File: src/rtl/i2c_sr_pkg.sv
package i2c_sr_pkg;

  localparam int unsigned SEL_W    = 3;
  localparam int unsigned WAIT_MAX = 92;

  // base wait length per select code; code 7 is reserved and takes the longest
  function automatic int unsigned wait_base(input logic [SEL_W-1:0] sel);
    int unsigned r;
    case (sel)
      3'd0:    r = 26;
      3'd1:    r = 46;
      3'd2:    r = 92;
      3'd3:    r = 37;
      3'd4:    r = 16;
      3'd5:    r = 32;
      3'd6:    r = 13;
      default: r = WAIT_MAX;
    endcase
    return r;
  endfunction

endpackage

File: src/rtl/sr_rst_sync.sv
module sr_rst_sync #(
  parameter int unsigned STAGES = 2
) (
  input  logic clk,
  input  logic rst_n,
  output logic rst_n_sync
);

  logic [STAGES-1:0] chain_q;

  always_ff @(posedge clk or negedge rst_n) begin
    if (!rst_n) chain_q <= '0;
    else        chain_q <= {chain_q[STAGES-2:0], 1'b1};
  end

  assign rst_n_sync = chain_q[STAGES-1];

endmodule

File: src/rtl/sr_bus_track.sv
module sr_bus_track (
  input  logic clk,
  input  logic rst_n,
  input  logic start_det_i,
  input  logic stop_det_i,
  output logic busy_o
);

  logic busy_d, busy_q;

  always_comb begin
    busy_d = busy_q;
    if (stop_det_i)       busy_d = 1'b0;
    else if (start_det_i) busy_d = 1'b1;
  end

  always_ff @(posedge clk or negedge rst_n) begin
    if (!rst_n) busy_q <= 1'b0;
    else        busy_q <= busy_d;
  end

  assign busy_o = busy_q;

  a_r2_stop_frees: assert property (@(posedge clk) disable iff (!rst_n)
    stop_det_i |=> !busy_o);
  a_r2_start_occupies: assert property (@(posedge clk) disable iff (!rst_n)
    (start_det_i && !stop_det_i) |=> busy_o);

endmodule

File: src/rtl/sr_resv_ctrl.sv
module sr_resv_ctrl (
  input  logic clk,
  input  logic rst_n,
  input  logic start_req_i,
  input  logic req_clear_i,
  input  logic release_i,
  input  logic stop_det_i,
  input  logic arb_lost_i,
  input  logic shift_wr_i,
  input  logic busy_i,
  output logic accept_o,
  output logic start_gen_o,
  output logic pending_o,
  output logic master_o,
  output logic addr_launch_o
);

  logic pend_d, pend_q;
  logic gen_d, gen_q;
  logic mst_d, mst_q;
  logic launch_d, launch_q;
  logic bus_free, fire, cancel;

  always_comb begin
    bus_free = !busy_i || stop_det_i;
    accept_o = start_req_i && !pend_q;
    cancel   = pend_q && (req_clear_i || release_i);
    fire     = pend_q && stop_det_i && !cancel;

    gen_d = (accept_o && bus_free) || fire;

    pend_d = pend_q;
    if (accept_o && !bus_free) pend_d = 1'b1;
    else if (fire || cancel)   pend_d = 1'b0;

    mst_d = mst_q;
    if (gen_d)                                    mst_d = 1'b1;
    else if (stop_det_i || arb_lost_i || release_i) mst_d = 1'b0;

    launch_d = shift_wr_i && mst_q;
  end

  always_ff @(posedge clk or negedge rst_n) begin
    if (!rst_n) begin
      pend_q   <= 1'b0;
      gen_q    <= 1'b0;
      mst_q    <= 1'b0;
      launch_q <= 1'b0;
    end else begin
      pend_q   <= pend_d;
      gen_q    <= gen_d;
      mst_q    <= mst_d;
      launch_q <= launch_d;
    end
  end

  assign start_gen_o   = gen_q;
  assign pending_o     = pend_q;
  assign master_o      = mst_q;
  assign addr_launch_o = launch_q;

  a_r3_gen_implies_master: assert property (@(posedge clk) disable iff (!rst_n)
    start_gen_o |-> master_o);
  a_r4_reserve_when_busy: assert property (@(posedge clk) disable iff (!rst_n)
    (start_req_i && !pending_o && busy_i && !stop_det_i) |=> (pending_o && !start_gen_o));
  a_r5_fire_on_stop: assert property (@(posedge clk) disable iff (!rst_n)
    (pending_o && stop_det_i && !req_clear_i && !release_i) |=> (start_gen_o && master_o && !pending_o));
  a_r6_cancel: assert property (@(posedge clk) disable iff (!rst_n)
    (pending_o && (req_clear_i || release_i)) |=> (!pending_o && !start_gen_o));
  a_r9_master_drop: assert property (@(posedge clk) disable iff (!rst_n)
    ((arb_lost_i || release_i) && !start_req_i && !pending_o) |=> !master_o);
  a_r10_launch_needs_master: assert property (@(posedge clk) disable iff (!rst_n)
    addr_launch_o |-> $past(master_o && shift_wr_i));

endmodule

File: src/rtl/sr_wait_timer.sv
module sr_wait_timer
  import i2c_sr_pkg::*;
#(
  parameter int unsigned WAIT_SCALE = 1,
  parameter int unsigned CNT_W      = $clog2(WAIT_MAX * WAIT_SCALE + 1)
) (
  input  logic             clk,
  input  logic             rst_n,
  input  logic             load_i,
  input  logic [SEL_W-1:0] sel_i,
  output logic             active_o,
  output logic             done_o
);

  logic [CNT_W-1:0] cnt_d, cnt_q, wait_len;
  logic             act_d, act_q, done_d, done_q;
  logic             cnt_en;

  always_comb begin
    wait_len = CNT_W'(wait_base(sel_i) * WAIT_SCALE);
    cnt_en   = load_i || act_q;
    cnt_d    = cnt_q;
    act_d    = act_q;
    done_d   = done_q;
    if (load_i) begin
      cnt_d  = wait_len;
      act_d  = 1'b1;
      done_d = 1'b0;
    end else if (act_q) begin
      if (cnt_q == CNT_W'(1)) begin
        act_d  = 1'b0;
        done_d = 1'b1;
      end
      cnt_d = cnt_q - CNT_W'(1);
    end
  end

  always_ff @(posedge clk or negedge rst_n) begin
    if (!rst_n) begin
      cnt_q  <= '0;
      act_q  <= 1'b0;
      done_q <= 1'b0;
    end else if (cnt_en) begin
      cnt_q  <= cnt_d;
      act_q  <= act_d;
      done_q <= done_d;
    end
  end

  assign active_o = act_q;
  assign done_o   = done_q;

  a_r8_count_live: assert property (@(posedge clk) disable iff (!rst_n)
    active_o |-> (cnt_q != '0));
  a_r8_expiry: assert property (@(posedge clk) disable iff (!rst_n)
    (active_o && cnt_q == CNT_W'(1) && !load_i) |=> (done_o && !active_o));
  a_r8_load_restarts: assert property (@(posedge clk) disable iff (!rst_n)
    load_i |=> (active_o && !done_o));

endmodule

File: src/rtl/i2c_start_reserve.sv
module i2c_start_reserve
  import i2c_sr_pkg::*;
#(
  parameter int unsigned WAIT_SCALE = 1
) (
  input  logic             clk,
  input  logic             rst_n,
  input  logic             start_req_i,
  input  logic             req_clear_i,
  input  logic             release_i,
  input  logic             start_det_i,
  input  logic             stop_det_i,
  input  logic             arb_lost_i,
  input  logic             shift_wr_i,
  input  logic [SEL_W-1:0] wait_sel_i,
  output logic             start_gen_o,
  output logic             busy_o,
  output logic             pending_o,
  output logic             master_o,
  output logic             wait_active_o,
  output logic             wait_done_o,
  output logic             addr_launch_o
);

  localparam int unsigned CNT_W = $clog2(WAIT_MAX * WAIT_SCALE + 1);

  logic rst_n_int;
  logic accept;

  sr_rst_sync #(.STAGES(2)) u_rst (
    .clk        (clk),
    .rst_n      (rst_n),
    .rst_n_sync (rst_n_int)
  );

  sr_bus_track u_bus (
    .clk         (clk),
    .rst_n       (rst_n_int),
    .start_det_i (start_det_i),
    .stop_det_i  (stop_det_i),
    .busy_o      (busy_o)
  );

  sr_resv_ctrl u_resv (
    .clk           (clk),
    .rst_n         (rst_n_int),
    .start_req_i   (start_req_i),
    .req_clear_i   (req_clear_i),
    .release_i     (release_i),
    .stop_det_i    (stop_det_i),
    .arb_lost_i    (arb_lost_i),
    .shift_wr_i    (shift_wr_i),
    .busy_i        (busy_o),
    .accept_o      (accept),
    .start_gen_o   (start_gen_o),
    .pending_o     (pending_o),
    .master_o      (master_o),
    .addr_launch_o (addr_launch_o)
  );

  sr_wait_timer #(.WAIT_SCALE(WAIT_SCALE), .CNT_W(CNT_W)) u_wait (
    .clk      (clk),
    .rst_n    (rst_n_int),
    .load_i   (accept),
    .sel_i    (wait_sel_i),
    .active_o (wait_active_o),
    .done_o   (wait_done_o)
  );

  a_r7_ignore_second: assert property (@(posedge clk) disable iff (!rst_n_int)
    (pending_o && start_req_i && !req_clear_i && !release_i && !stop_det_i) |=> pending_o);
  a_r1_start_one_cycle: assert property (@(posedge clk) disable iff (!rst_n_int)
    start_gen_o |=> !start_gen_o || $past(start_req_i || stop_det_i));

endmodule

File: config.mk
export PLATFORM = sky130hd
export DESIGN_NAME = i2c_start_reserve
export DESIGN_NICKNAME = d
export VERILOG_FILES = /design/src/rtl/i2c_sr_pkg.sv /design/src/rtl/sr_rst_sync.sv /design/src/rtl/sr_bus_track.sv /design/src/rtl/sr_resv_ctrl.sv /design/src/rtl/sr_wait_timer.sv /design/src/rtl/i2c_start_reserve.sv
export SDC_FILE = /design/constraint.sdc
export NUM_CORES = 1
export LEC_CHECK = 0
export BUFFER_PORTS_ARGS = -buffer_cell sky130_fd_sc_hd__buf_4
export CORE_UTILIZATION = 49
export DETAILED_ROUTE_END_ITERATION = 10
export PLACE_DENSITY = 0.85
export SYNTH_ARGS = -nofsm -noshare
export SYNTH_HDL_FRONTEND = slang
export SYNTH_SLANG_ARGS = --single-unit
File: constraint.sdc
create_clock -name clk -period 1.1 [get_ports clk]
set_input_delay 0.165 -clock clk [delete_from_list [all_inputs] [get_ports clk]]
set_output_delay 0.165 -clock clk [all_outputs]
set_load 0.03 [all_outputs]
==> results of run 1 <==
synthesized netlist by cell type, types with 2 or more instances:
cell type / n
o21ai_1: 3
a21oi_1: 3
xor2_1: 3
ha_1: 2
dfrtp_1: 16
nand2_1: 5
inv_1: 3
mux2i_1: 2
nor2b_1: 3
clkbuf_1: 2
nor2_1: 6
nand3_1: 3
o21ai_0: 2
xnor2_1: 5
nor3_1: 3
path summary, 6_finish.rpt:
check	start	to	slack, ps	cells past startpoint
worst min register to register	u_rst.chain_q[1]$_DFF_PN0_	u_resv.master_o$_DFFE_PN0P_	220	0
min in group asynchronous	rst_n	u_rst.chain_q[0]$_DFF_PN0_	210	2
worst max register to register	u_wait.cnt_q[5]$_DFFE_PN0P_	u_wait.cnt_q[6]$_DFFE_PN0P_	-270	4
worst max-delay path	u_wait.cnt_q[5]$_DFFE_PN0P_	u_wait.cnt_q[6]$_DFFE_PN0P_	-270	4
worst min-delay path	stop_det_i	u_resv.pending_o$_DFFE_PN0P_	70	2
max in group asynchronous	u_rst.chain_q[1]$_DFF_PN0_	u_wait.active_o$_DFFE_PN0P_	480	0
per-stage QoR:
stage / std cells / setup TNS (ps) / hold slack, ps
global placement: 116 / -1080 / -52.55
finish: 123 / -1018 / 65.43
detailed placement: 116 / -1218 / -52.28
floorplan: 74 / -823.7 / -130.6
CTS: 123 / -1089 / 52.31
global route: 123 / -1560 / 50.51
per-layer routing:
layer  track usage, %  part of all wire [%]
met2            45.70                    54
met3            3.191                   2.6
met1            23.51                    42
met5                0                     0
met4            12.10                   1.8
worst max-delay path: cells and delay by family, from the launching register on:
| family | cells | cell delay (ps) |
|---|---|---|
| flops | 1 | 390 |
| compound gates | 1 | 80 |
| simple gates | 2 | 660 |
| xor+xnor | 1 | 130 |
cell type report:
cell class                 count  area (µm²)
fill                          75       214.0
multi-input combinational     53       417.9
tap                           15       18.77
sequential                    16       402.9
inverter                       3       11.26
timing repair buffer          32       265.3
clock buffer                   4       36.28
repair_timing:
action | in CTS | in global routing
resized for setup | 14 | 8
hold buffers | 1 | 0
pin swaps | 7 | 4
setup endpoints to repair | 8 | 11
endpoints found under the hold margin | 2 | 0
setup buffers | 2 | 0
power breakdown:
group | switching (W) | total, W | internal (W)
registers | 0.0000681 | 0.000740 | 0.000672
clock network | 0.000169 | 0.000370 | 0.000201
logic | 0.000341 | 0.000714 | 0.000373
total | 0.000578 | 0.00182 | 0.00125
kinds of logic after synthesis:
logic type	Yosys count	share of synthesized area, %
fa+ha+maj	2	3.294
compound gates	11	8.073
buf+inv	5	2.471
other cells	1	0.4938
xor+xnor	8	9.226
simple gates	29	21.09
flops	16	52.72
mux	2	2.636
==> impl_metrics.yaml, run 1 <==
place:
  placed_area_um2: 1005
  place_congestion: 0.7750
  pre_cts_slack_ps: -268.6
  dp_hpwl_um: 1215
  port_buffers: 18
cells_and_area:
  antenna_cells: 0
  drive_gt1_share_pct: 48.15
  largest_registers: "u_wait.cnt_q x7, u_rst.chain_q x2"
  final_common_cell: "buf_4"
  regMostFlops: "u_wait.cnt_q"
  area_growth_pct: 51.73
  fin_area_um2: 1152
  final_cell_mix: "buf_4, dfrtp_1, nor2_1, buf_6, o21ai_1"
  fin_util_pct: 84.34
  largest_reg_flops: 7
  fin_nets: 123
floorplan:
  die_w_um: 41.37
  io_pins: 19
  die_area_um2: 1711
  start_util_pct: 55.59
  core_um2: 1366
  rows: 13
  die_y_um: 41.37
synthesis:
  synthesis.nets: 88
  ys_types: 28
  synthTopCellsByArea: "dfrtp_1, xnor2_1, xor2_1, ha_1, nor2_1"
  synth.largest_area_cell: "dfrtp_1"
  synth_warnings: 0
  synth.cell_area_um2: 759.5
  syn-mean-instance-area_um2: 10.26
  synth_cells: 74
  synth-seq-cells: 16
  ys_async_sr_fraction_pct: 100.0
  synth_edf_count: 0
  synth_top_flop_cell: "dfrtp_1"
  seq_area_frac_synth_pct: 52.72
  yosysTopAreaCellShare_pct: 52.72
critical_path:
  critPathMaxStageDelay_ps: 550
  worst_ep_required_time_ps: 1270
  crit_path_start_kind: "flop"
  path_max_fanout: 2
  crit_slowest_cell: "or4_4"
  arrival_ps: 1530
  critical_path_class: "flop to flop"
  crit_path_end_kind: "flop"
  path_cells: "or4_4 > nor2_2 > xnor2_1 > o21ai_1"
routing:
  finalWirelength_um: 1614
  wl_per_cell_um: 13.12
  vias: 651
  drt_pass1_iterations: 5
  antenna_left: 0
  viasPerCell: 5.293
  first_iter_violations: 8
  drc: 0
status:
  status: "finished, violations left"
  failed_checks: "negative setup slack"
timing:
  final.min_clock_period_ps: 1369
  fin_crit_sh_pct: 124.5
  slew_headroom_pct: 63.49
  worstMarginPinSlew_ps: 547.6
  finalWorstSetupSlack_ps: -269.2
  rsz0062_at_grt: "yes"
  setup_viol: 8
  finClkSkew_ps: 3.255
  hold_violations: 0
  fmax_ghz: 0.7303
  slew_violations: 0
grt:
  antenna_found_initial: 0
  grt_overflow: 0
  grt_pass1_wl_um: 2470
  grt_pass1_vias: 643
  grt_usage_pct: 23.38
  grt_start_max_net_pins: 15
clock_tree:
  ctsHtreeMaxLevel: 1
  cts_tree: "yes"
  clock_path_buffers: 2
  clk_latency_ps: 280
  clk_pin_slew_worst_paths_ps: 90
  cts.sink_count: 16
  root_buffer: "clkbuf_4"
  numCtsBuffers: 3
power:
  leakagePower_nw: 0.5213
  p_total_w: 0.001824
  pwr_density_cell_nw_per_um2: 1583
  ir_drop_v: 0.001264
run:
  cap_violations: 0
worst_hold_path:
  worstHoldPathType: "primary input to flop"
Note: power is estimated with default switching activity, not from simulation.
==> run 2: changes to the inputs <==
--- a/config.mk
+++ b/config.mk
@@ -8,5 +8,5 @@
 export BUFFER_PORTS_ARGS = -buffer_cell sky130_fd_sc_hd__buf_4
-export CORE_UTILIZATION = 49
+export CORE_UTILIZATION = 45
 export DETAILED_ROUTE_END_ITERATION = 10
-export PLACE_DENSITY = 0.85
+export PLACE_DENSITY = 0.8
 export SYNTH_ARGS = -nofsm -noshare
--- a/constraint.sdc
+++ b/constraint.sdc
@@ -3,2 +3,2 @@
 set_output_delay 0.165 -clock clk [all_outputs]
-set_load 0.03 [all_outputs]
+set_load 0.005 [all_outputs]
==> run 2 against run 1 <==
The run still ends with negative setup slack left. Routed wire length increased by 18%. Non-clock buffer count increased by 9. Via count increased by 3.5%. Hold slack got worse by 18 ps. Fmax decreased by 0.68%. Clock skew increased by 11 ps. Global-route usage increased by 0.45 points. Register-to-register slack about the same. Critical endpoint is now u_wait.done_o$_DFFE_PN0P_. Largest power group is now combinational logic.
==> impl_metrics.yaml, run 2 (synthesis results as in run 1) <==
status:
  status: "finished, violations left"
  failed_checks: "negative setup slack"
cells_and_area:
  antenna_cells: 0
  drive_gt1_share_pct: 50.00
  fin_nets: 132
  fillCellCount: 99
  final_common_cell: "buf_4"
  largest_reg_flops: 7
  seqCellArea_um2: 401.6
  area_growth_pct: 61.12
  regMostFlops: "u_wait.cnt_q"
  final_cell_mix: "buf_4, dfrtp_1, buf_6, nor2_1, o21ai_1"
  largest_registers: "u_wait.cnt_q x7, u_rst.chain_q x2"
  stdcell_count: 132
  multi_input_area_um2: 431.7
critical_path:
  critPathTopFamily: "simple AND/OR/NAND/NOR gates"
  r2r_slack_ps: -280
  path_depth: 4
  critPathMaxStageDelay_ps: 560
  critical_path_class: "flop to flop"
  critPathBufInv: 0
  reg2reg_from: "u_wait.cnt_q[4]$_DFFE_PN0P_"
  crit_path_start_kind: "flop"
  worstRegToRegCells: 4
  path_cells: "or4_4 > nor3b_4 > a21oi_1 > nor2_1"
  worst_ep_required_time_ps: 1320
  path_max_fanout: 2
  arrival_ps: 1600
  crit_path_end_kind: "flop"
  timing.rr.end: "u_wait.done_o$_DFFE_PN0P_"
  crit_slowest_cell: "or4_4"
routing:
  antenna_left: 0
  viasPerCell: 5.106
  wl_per_cell_um: 14.41
  first_iter_violations: 3
  finalWirelength_um: 1902
  vias: 674
  drt_pass1_iterations: 4
  drc: 0
worst_hold_path:
  min_from: "stop_det_i"
  min_path_cells: 2
  min_to: "u_resv.pending_o$_DFFE_PN0P_"
  worstHoldPathType: "primary input to flop"
clock_tree:
  numCtsBuffers: 3
  cts_tree: "yes"
  clock_path_buffers: 2
  clk_latency_ps: 290
  cts.sink_count: 16
  clk_pin_slew_worst_paths_ps: 100
  ctsHtreeMaxLevel: 1
  root_buffer: "clkbuf_4"
grt:
  grt_usage_pct: 23.83
  grt_overflow: 0
  grt_pass1_vias: 720
  antenna_found_initial: 0
  grt_pass1_wl_um: 3139
  grt_start_max_net_pins: 15
timing:
  rsz0062_at_grt: "yes"
  finalWorstSetupSlack_ps: -278.6
  hold_violations: 0
  final.min_clock_period_ps: 1379
  fmax_ghz: 0.7254
  whs_ps: 47.69
  finClkSkew_ps: 13.88
  fin_crit_sh_pct: 125.3
  slew_violations: 0
  setup_viol: 8
power:
  power_switching_w: 0.0006067
  intPower_w: 0.001249
  leakagePower_nw: 0.5696
  comb_power_share_pct: 43.3
  swShare_pct: 32.70
  seqPwrFrac_pct: 40.0
  clockPowerShare_pct: 16.7
  ir_drop_v: 0.0009301
  pwr_density_cell_nw_per_um2: 1516
floorplan:
  die_y_um: 43.08
  start_util_pct: 49.27
  die_area_um2: 1856
  rows: 14
  core_um2: 1541
  io_pins: 19
  die_w_um: 43.08
place:
  place_congestion: 0.7779
  pre_cts_slack_ps: -277.8
  dp_hpwl_um: 1341
  post-place-cells: 123
  port_buffers: 18
run:
  cap_violations: 0
## run 2: how the worst max path moves through the flow
stage	startpoint	to	slack (ps)
6_report	u_wait.cnt_q[4]$_DFFE_PN0P_	u_wait.done_o$_DFFE_PN0P_	-280
5_1_grt	u_wait.cnt_q[4]$_DFFE_PN0P_	u_wait.done_o$_DFFE_PN0P_	-370
4_1_cts	u_wait.cnt_q[4]$_DFFE_PN0P_	u_wait.done_o$_DFFE_PN0P_	-260
3_5_place_dp	u_wait.cnt_q[0]$_DFFE_PN0P_	u_wait.cnt_q[4]$_DFFE_PN0P_	-280
3_3_place_gp	u_wait.cnt_q[5]$_DFFE_PN0P_	u_wait.done_o$_DFFE_PN0P_	-230
2_1_floorplan	u_wait.cnt_q[5]$_DFFE_PN0P_	u_wait.done_o$_DFFE_PN0P_	-230
## run 2: power groups by stage
stage                     combinational, W  sequential, W  clock, W
final                             0.000804       0.000742  0.000310
after global routing              0.000866       0.000750  0.000351
after CTS                         0.000689       0.000736  0.000315
after detailed placement          0.000536       0.000746         0
after global placement            0.000507       0.000742         0
after floorplan                   0.000227       0.000755         0
## run 2: repair_timing
action / in CTS / in global routing
hold buffers: 1 / 0
pin swaps: 7 / 7
gates cloned: 0 / 0
gates resized for setup: 15 / 12
hold endpoints to repair: 2 / 0
setup endpoints to repair: 9 / 11
setup buffers: 5 / 1
## run 2: area by class of cell
type	count	area share, %
clock buffer	3	1.840
inverter	3	0.9202
multi-input combinational	53	35.28
sequential	16	32.82
tap	16	1.636
timing repair buffer	41	27.51
## run 2: routing by layer
metal / track usage, % / vias to the layer above / wire, µm / part of all wire (%)
met5: 0 / - / 0 / 0
met4: 9.091 / 0 / 14 / 0.74
met3: 3.830 / 2 / 49 / 2.6
met2: 45.07 / 18 / 1103 / 58
met1: 25.82 / 315 / 735 / 39
li1: - / 339 / - / -
## run 2: worst reg2reg max path, stage by stage (launching register included)
cell and delay, ps:
dfrtp_1 380, or4_4 560, nor3b_4 210, a21oi_1 80, nor2_1 80
## run 2: stage by stage
step                total power, W  cell area, µm²  util [%]  setup TNS (ps)
global placement          0.001248            1035     67.13           -1182
global route              0.001967            1224     79.38           -1918
CTS                       0.001741            1165     75.57           -1280
finish                    0.001856            1224     79.38           -1367
detailed placement        0.001282            1035     67.13           -1644
floorplan                0.0009816           760.7         -          -745.1
